==> src/rtl/dsp_mac_unit.sv <==
module dsp_mac_unit #(
  parameter int DW    = 24,
  parameter int GUARD = 8
) (
  input  logic          clk,
  input  logic          rst_n,
  input  logic          op_valid,
  input  logic [2:0]    op_code,
  input  logic          acc_sel,
  input  logic [1:0]    reg_sel,
  input  logic [1:0]    scale_sel,
  input  logic [DW-1:0] op_data,
  output logic [DW-1:0] rd_data,
  output logic          rd_valid,
  output logic          sat_flag
);
  localparam int PW = 2 * DW;
  localparam int AW = PW + GUARD;
  localparam int TW = AW + 3;
  localparam logic [2:0] OP_LOAD = 3'd1, OP_CLR = 3'd2, OP_MPY = 3'd3, OP_MAC = 3'd4,
                         OP_MSU = 3'd5, OP_SHF = 3'd6, OP_RD = 3'd7;
  localparam logic [AW-1:0] ACC_MAX = {1'b0, {(AW-1){1'b1}}};
  localparam logic [AW-1:0] ACC_MIN = {1'b1, {(AW-1){1'b0}}};
  localparam logic [TW-1:0] HALF_LSB = TW'(1) << DW;

  logic [DW-1:0] opr [4];
  logic [AW-1:0] acc [2];

  logic          s1_v, s2_v;
  logic [2:0]    s1_op, s2_op;
  logic          s1_a, s2_a;
  logic [1:0]    s1_sc, s2_sc;
  logic signed [DW-1:0] s1_x, s1_y;
  logic signed [PW-1:0] s2_p;

  wire issue_acc = op_valid && (op_code >= OP_CLR);

  always_ff @(posedge clk) begin
    if (!rst_n) begin
      for (int i = 0; i < 4; i++) opr[i] <= '0;
    end else if (op_valid && op_code == OP_LOAD) begin
      opr[reg_sel] <= op_data;
    end
  end

  always_ff @(posedge clk) begin
    if (!rst_n) begin
      s1_v <= 1'b0; s2_v <= 1'b0;
      s1_op <= '0; s2_op <= '0; s1_a <= 1'b0; s2_a <= 1'b0;
      s1_sc <= '0; s2_sc <= '0; s1_x <= '0; s1_y <= '0; s2_p <= '0;
    end else begin
      s1_v  <= issue_acc;
      s1_op <= op_code;
      s1_a  <= acc_sel;
      s1_sc <= scale_sel;
      s1_x  <= opr[{1'b0, reg_sel[1]}];
      s1_y  <= opr[{1'b1, reg_sel[0]}];
      s2_v  <= s1_v;
      s2_op <= s1_op;
      s2_a  <= s1_a;
      s2_sc <= s1_sc;
      s2_p  <= s1_x * s1_y;
    end
  end

  wire [AW-1:0] cur  = acc[s2_a];
  wire [AW-1:0] prod = {{GUARD{s2_p[PW-1]}}, s2_p};
  wire          lovf = cur[AW-1] ^ cur[AW-2];
  wire [AW-1:0] shl  = lovf ? (cur[AW-1] ? ACC_MIN : ACC_MAX) : {cur[AW-2:0], 1'b0};
  wire [AW-1:0] shr  = {cur[AW-1], cur[AW-1:1]};

  logic [AW-1:0] nxt;
  always_comb begin
    case (s2_op)
      OP_CLR:  nxt = '0;
      OP_MPY:  nxt = prod;
      OP_MAC:  nxt = cur + prod;
      OP_MSU:  nxt = cur - prod;
      OP_SHF:  nxt = (s2_sc == 2'd1) ? shl : (s2_sc == 2'd2) ? shr : cur;
      default: nxt = cur;
    endcase
  end

  always_ff @(posedge clk) begin
    if (!rst_n) begin
      acc[0] <= '0;
      acc[1] <= '0;
    end else if (s2_v && s2_op != OP_RD) begin
      acc[s2_a] <= nxt;
    end
  end

  logic signed [TW-1:0] scaled, rounded;
  always_comb begin
    scaled = TW'($signed(cur));
    if (s2_sc == 2'd1)      scaled = scaled <<< 2;
    else if (s2_sc != 2'd2) scaled = scaled <<< 1;
    rounded = (scaled + $signed(HALF_LSB)) >>> (DW + 1);
  end

  wire [TW-DW:0] upper = rounded[TW-1:DW-1];
  wire           fits  = (&upper) | ~(|upper);
  wire [DW-1:0]  clip  = rounded[TW-1] ? {1'b1, {(DW-1){1'b0}}} : {1'b0, {(DW-1){1'b1}}};
  wire           rd_go = s2_v && s2_op == OP_RD;

  always_ff @(posedge clk) begin
    if (!rst_n) begin
      rd_data  <= '0;
      rd_valid <= 1'b0;
      sat_flag <= 1'b0;
    end else begin
      rd_valid <= rd_go;
      if (rd_go) begin
        rd_data <= fits ? rounded[DW-1:0] : clip;
        if (!fits) sat_flag <= 1'b1;
      end
    end
  end
endmodule

==> config.mk <==
export PLATFORM = sky130hd
export DESIGN_NAME = dsp_mac_unit
export DESIGN_NICKNAME = d
export VERILOG_FILES = /design/src/rtl/dsp_mac_unit.sv
export SDC_FILE = /design/constraint.sdc
export NUM_CORES = 2
export LEC_CHECK = 0
export BUFFER_PORTS_ARGS = -buffer_cell sky130_fd_sc_hd__clkbuf_2
export CORE_AREA = 3 3 282 284
export CTS_BUF_LIST = sky130_fd_sc_hd__clkbuf_8 sky130_fd_sc_hd__clkbuf_16
export DETAILED_ROUTE_END_ITERATION = 12
export DIE_AREA = 0 0 285 287
export PLACE_DENSITY = 0.7
export SYNTH_ARGS = -nofsm -noshare
export SYNTH_HDL_FRONTEND = slang
export SYNTH_SLANG_ARGS = --single-unit
==> constraint.sdc <==
create_clock -name clk -period 18.23 [get_ports clk]
set_clock_uncertainty 0.15 [all_clocks]
set_input_delay 0 -clock clk [delete_from_list [all_inputs] [get_ports clk]]
set_output_delay 0 -clock clk [all_outputs]
set_load 0.02 [all_outputs]
* Word-level counts from Yosys, hierarchy flattened
Memory sizes are Yosys's and may differ from the RTL's. A register that Yosys moved wholly into a read port is not among the register bits.
Index checks and enable logic that the tools add are counted.
** Word-level totals
- Memories :: 2
- RAM bits :: 208
- Register bits :: 88
- Output and inout bits :: 26
- Bits in latches :: 0
- ROM bits :: 0
** Memory list
- acc :: depth 2, bits a word 56, read ports 1, clocked after Yosys merged registers in 1, write ports 2, RTL line 27 : logic [AW-1:0] acc [2];
- opr :: depth 4, bits a word 24, read ports 2, clocked after Yosys merged registers in 2, write ports 4, RTL line 26 : logic [DW-1:0] opr [4];
** Operators by class
- Equal/unequal tests :: 11
- Reductions and logical operators :: 11
- Add/sub/neg operators :: 3
- Multiply operators :: 1
- Bitwise logic cells :: 4
- Div/mod/pow operators :: 0
- Shift-type cells :: 0
- Multiplexer cells :: 23
- $lt $le $gt $ge :: 1
** Operator list (count)
- $mux W56 :: 5
- $pmux W56 S5 :: 1
- $mux W24 :: 3
- $add A58 B26 Y59 const B :: 1
- $mux W57 :: 1
- $add A56 B56 Y56 :: 1
- $reduce_or A56 Y1 :: 1
- $sub A56 B56 Y56 :: 1
- $mux W55 :: 1
- $mul A24 B24 Y48 :: 1
- $reduce_or A24 Y1 :: 1
- $eq A3 B3 Y1 const B :: 4
- $mux W1 :: 11
- $reduce_and A11 Y1 :: 1
- $reduce_or A11 Y1 :: 1
- $eq A3 B2 Y1 const B :: 2
- $logic_and A1 B1 Y1 :: 4
- $eq A3 B1 Y1 const B :: 1
- $ge A3 B2 Y1 const B :: 1
- $ne A3 B3 Y1 const B :: 1
- $eq A2 B1 Y1 const B :: 1
- $eq A2 B2 Y1 const B :: 1
- $logic_not A1 Y1 :: 2
- $mux W2 :: 1
- other kinds (5) :: 6

* Longest topological paths before layout
- Depth in word-level cells :: 9
- Depth in mapped cells :: 29

* Worst setup path after synthesis
OpenSTA, ideal clock, no wires.
- Kind :: reg2reg
- Start :: reg s1_y[3] (read register of opr)
- End :: reg s2_p[45]
- Cell stages (with the launch flop) :: 27
- Buffers on the path :: 1
- Arrival time :: 6.819 ns
- Data required time :: 17.952 ns
- Clock period less this slack :: 7.096 ns
- Setup slack :: 11.134 ns
- Cells stage by stage :: dfxtp_1 > clkbuf_1 > nand2_1 > fa_1 > fa_1 > fa_1 > inv_1 > fa_1 > inv_1 > fa_1 > inv_1 > fa_1 > inv_1 > fa_1 > inv_1 > ha_1 > a21oi_1 > o21ai_0 > a31oi_1 > nand2_1 > o41ai_1 > o31ai_1 > a2111oi_0 > nor2_1 > a311oi_1 > xor2_1 > nor2_1
** On the way
- Word-level cells in the longest chain between the ends :: 1
** Ends and longest elaborated chain
- start: declaration :: RTL line 33 : logic signed [DW-1:0] s1_x, s1_y;
- $mul A24 B24 Y48 :: RTL line 62 : s2_p <= s1_x * s1_y;
- end signal: assignment :: RTL line 62
- end: declaration :: RTL line 34 : logic signed [PW-1:0] s2_p;
Every way passes these cells.
A chain may end at the register's enable or synchronous reset.

* Worst setup path after layout
Ends and elaborated chain as after synthesis.

==> results.yml <==
outcome:
  outcome: "completed"
synth:
  synth_edf_count: 208
  synth.area.mux_share: 0.04307
  postSynthAreaPerCell_um2: 9.250
  synth-seq-area-share: 0.2127
  synth_top_family_by_area: "adder cells"
  yosysUniqueCellTypes: 89
  synth_fa_ha_area_frac: 0.3448
  synth_top_area_share: 0.2880
  synth_compound_area_frac: 0.1166
  synth_simple_gate_area_frac: 0.1624
  syn_area_um2: 42260
  synthArstFlopShare: 0
  ys_seq_elements: 345
  synth_area_leaders: "fa_1, edfxtp_1, dfxtp_1, and2_1, inv_1"
  synth-warning-count: 0
  yosys.area_share.xor_xnor: 0.03544
  synth_cells: 4569
  synth-main-ff-cell: "edfxtp_1"
  synth_fp_nets: 5404
  synth_area_leader_cell: "fa_1"
layout:
  nNetsFinal: 5336
  seqCellArea_um2: 8997
  fillers: 6840
  antenna_cells: 0
  synthToLayoutAreaGrowth_pct: 6.628
  drive_gt1_frac: 0.06375
  final_core_util: 0.5827
  multi_input_area_um2: 29740
global_routing:
  grt_pass1_wl_um: 184800
  use_met3: 0.04909
  use_met2: 0.4754
  antenna_found_initial: 0
  grtUsageMet1: 0.3732
  busiest_layer: "met2"
  grt_pass1_vias: 33714
  gr-total-overflow: 0
  track_usage: 0.2844
  grt_max_degree: 85
clocking:
  numClockSinks: 345
  cts-htree-levels: 2
  clockBufferDepth: 3
  cts_buffers: 40
  clockRootBuffer: "clkbuf_16"
  insertion_delay_ns: 0.60
  cts_resized: 0
  cts_tree: "yes"
  clkTransAtPathRegs_ns: 0.06
worst_setup_path:
  rr_worst_depth: 26
  startpoint_type: "register"
  r2r_start: "s1_y[3]"
  path_class: "reg2reg"
  cp_max_fo: 24
  crit_arrival_ns: 8.64
  cp.required_ns: 18.52
  end_kind: "register"
  r2r_slack_ns: 9.88
  r2r_end: "s2_p[45]"
routing:
  finalWirelength_um: 114000
  firstDrtPassIters: 9
  drc_errors: 0
  drt-wirelength-per-cell_um: 20.46
  vias: 32293
  detail_route.vias_per_cell: 5.795
  dr.first_iter.drc_count: 2571
  postRouteAntennaNets: 0
timing:
  relSlewSlack: 0.2134
  min_period_over_period: 0.4579
  tns_ns: 0
  hold_violations: 0
  setup_viol: 0
  drv_slew: 0
  min_period_ns: 8.347
  tightest_slew_ns: 1.177
  rsz0062_at_grt: "no"
  clock.fmax_mhz: 119.8
placed_design:
  io_buffers: 60
  place.gp.congestion: 0.9209
  hpwl_um: 86420
flow_run:
  cap_violations: 0
power_and_ir_drop:
  leakage_nw: 20.41
  ir_drop_mv: 0.1527
  powerDensity_nw_per_um2: 118.4
  p_total_w: 0.005336
worst_hold_path:
  hp-start: "op_code[1]"
  holdPathStages: 4
  hold_path.class: "in2reg"
  hold_path_end: "s1_v"
floorplan:
  dieArea_um2: 81800
  die_w_um: 285
  start_util: 0.5465
  core_region_area_um2: 77340
  boundaryPins: 61
  die_h_um: 287
  rows: 102
power by group:
group	switching [W]	total, W	internal, W
Clock	0.000354	0.000849	0.000495
Combinational	0.00205	0.00346	0.00141
Sequential	0.000117	0.00103	0.000911
area by class of cell:
type | instances | share of cell area
inverters | 668 | 0.05564
repair buffers | 153 | 0.02443
clock inverters | 27 | 0.006330
flip-flops and latches | 345 | 0.1997
multi-input cells | 3293 | 0.6600
clock buffers | 47 | 0.02510
well taps | 1040 | 0.02887
worst max-delay path: stages (launching register included):
cell	delay (ns)
dfxtp_1	1.05
nand2_1	0.18
fa_1	0.61
fa_1	0.44
fa_1	0.57
inv_1	0.06
fa_1	0.49
inv_1	0.05
fa_1	0.52
inv_1	0.05
fa_1	0.47
inv_1	0.05
fa_1	0.47
inv_1	0.04
ha_1	0.33
nand2_1	0.10
nor3_1	0.24
o211ai_1	0.13
a31oi_1	0.26
o41ai_1	0.12
buf_4	0.16
o31ai_1	0.74
a2111oi_0	0.23
nor2_1	0.28
a311oi_1	0.15
xor2_1	0.16
nor2_1	0.06
worst max-delay path by stage:
stage / start / slack, ns / to / cells past startpoint
after floorplan: s1_y[3] / 11.13 / s2_p[45] / 26
after global placement: s1_x[10] / 10.07 / s2_p[45] / 26
after detailed placement: s1_y[3] / 9.90 / s2_p[42] / 25
after CTS: s1_y[3] / 9.89 / s2_p[42] / 25
after global routing: s1_y[3] / 9.25 / s2_p[42] / 25
final: s1_y[3] / 9.88 / s2_p[45] / 26
cells in the final DEF, fill, tap and decap left out, drive strengths merged, types with 30 or more instances in the layout:
cell         count
nor3            36
edfxtp         208
clkbuf         107
nand2          434
xnor2           93
ha             192
nor2           316
o21ai          199
dlygate4sd3     41
inv            675
nand3           47
fa             608
o221ai          30
xor2            78
and2           407
dfxtp          137
nand2b          32
a21o            80
mux2i          111
buf             52
a21oi          224
layer usage:
metal,part of all wire,routed length [µm]
met5,0,0
met1,0.41,46460
met4,0.038,4284
met2,0.47,54020
met3,0.081,9236
stage by stage:
step / hold WS (ns) / setup WS (ns) / instance area (µm²) / instances
after floorplan: -0.03621 / 11.13 / 42260 / 4569
after global placement: 0.06092 / 10.07 / 43240 / 5458
after detailed placement: 0.05845 / 9.896 / 43240 / 5458
after CTS: 0.05663 / 9.888 / 45070 / 5573
after global routing: 0.1087 / 9.249 / 45070 / 5573
final: 0.08135 / 9.883 / 45070 / 5573
cell families (layout without fill, tap and decap cells):
group           count (synthesis)  after routing
simple gates                 1400           1400
fa+ha+maj                     800            800
buf+inv                       931            895
mux                           155            155
xor+xnor                      171            171
flops                         345            345
compound gates                767            767
synth_stat cells, types with 27 or more instances:
library cell / count
edfxtp_1: 208
xnor2_1: 93
xor2_1: 78
nand2_1: 434
clkbuf_1: 229
nor2_1: 316
a31oi_1: 27
o221ai_1: 30
inv_1: 662
fa_1: 608
nand3_1: 47
dfxtp_1: 137
a21o_1: 80
and2_1: 406
nand2b_1: 32
o21ai_0: 180
a21oi_1: 204
mux2i_1: 111
nor3_1: 34
ha_1: 192
sequential cells by signal, summed over array words and instances (netlist names), named ones only:
register / cells
s2_v: 1
acc: 112
sat_flag: 1
s1_op: 3
s2_p: 48
rd_data: 24
s1_y: 24
s1_sc: 2
s2_a: 1
opr: 96
s1_a: 1
s2_op: 3
s1_v: 1
s1_x: 24
s2_sc: 2
rd_valid: 1
timing repair:
| action | CTS | global route |
|---|---|---|
| endpoints found under the hold margin | 184 | 0 |
| hold buffers | 41 | 0 |
| buffers inserted | 0 | 0 |
Note: power is estimated with default switching activity, not from simulation.
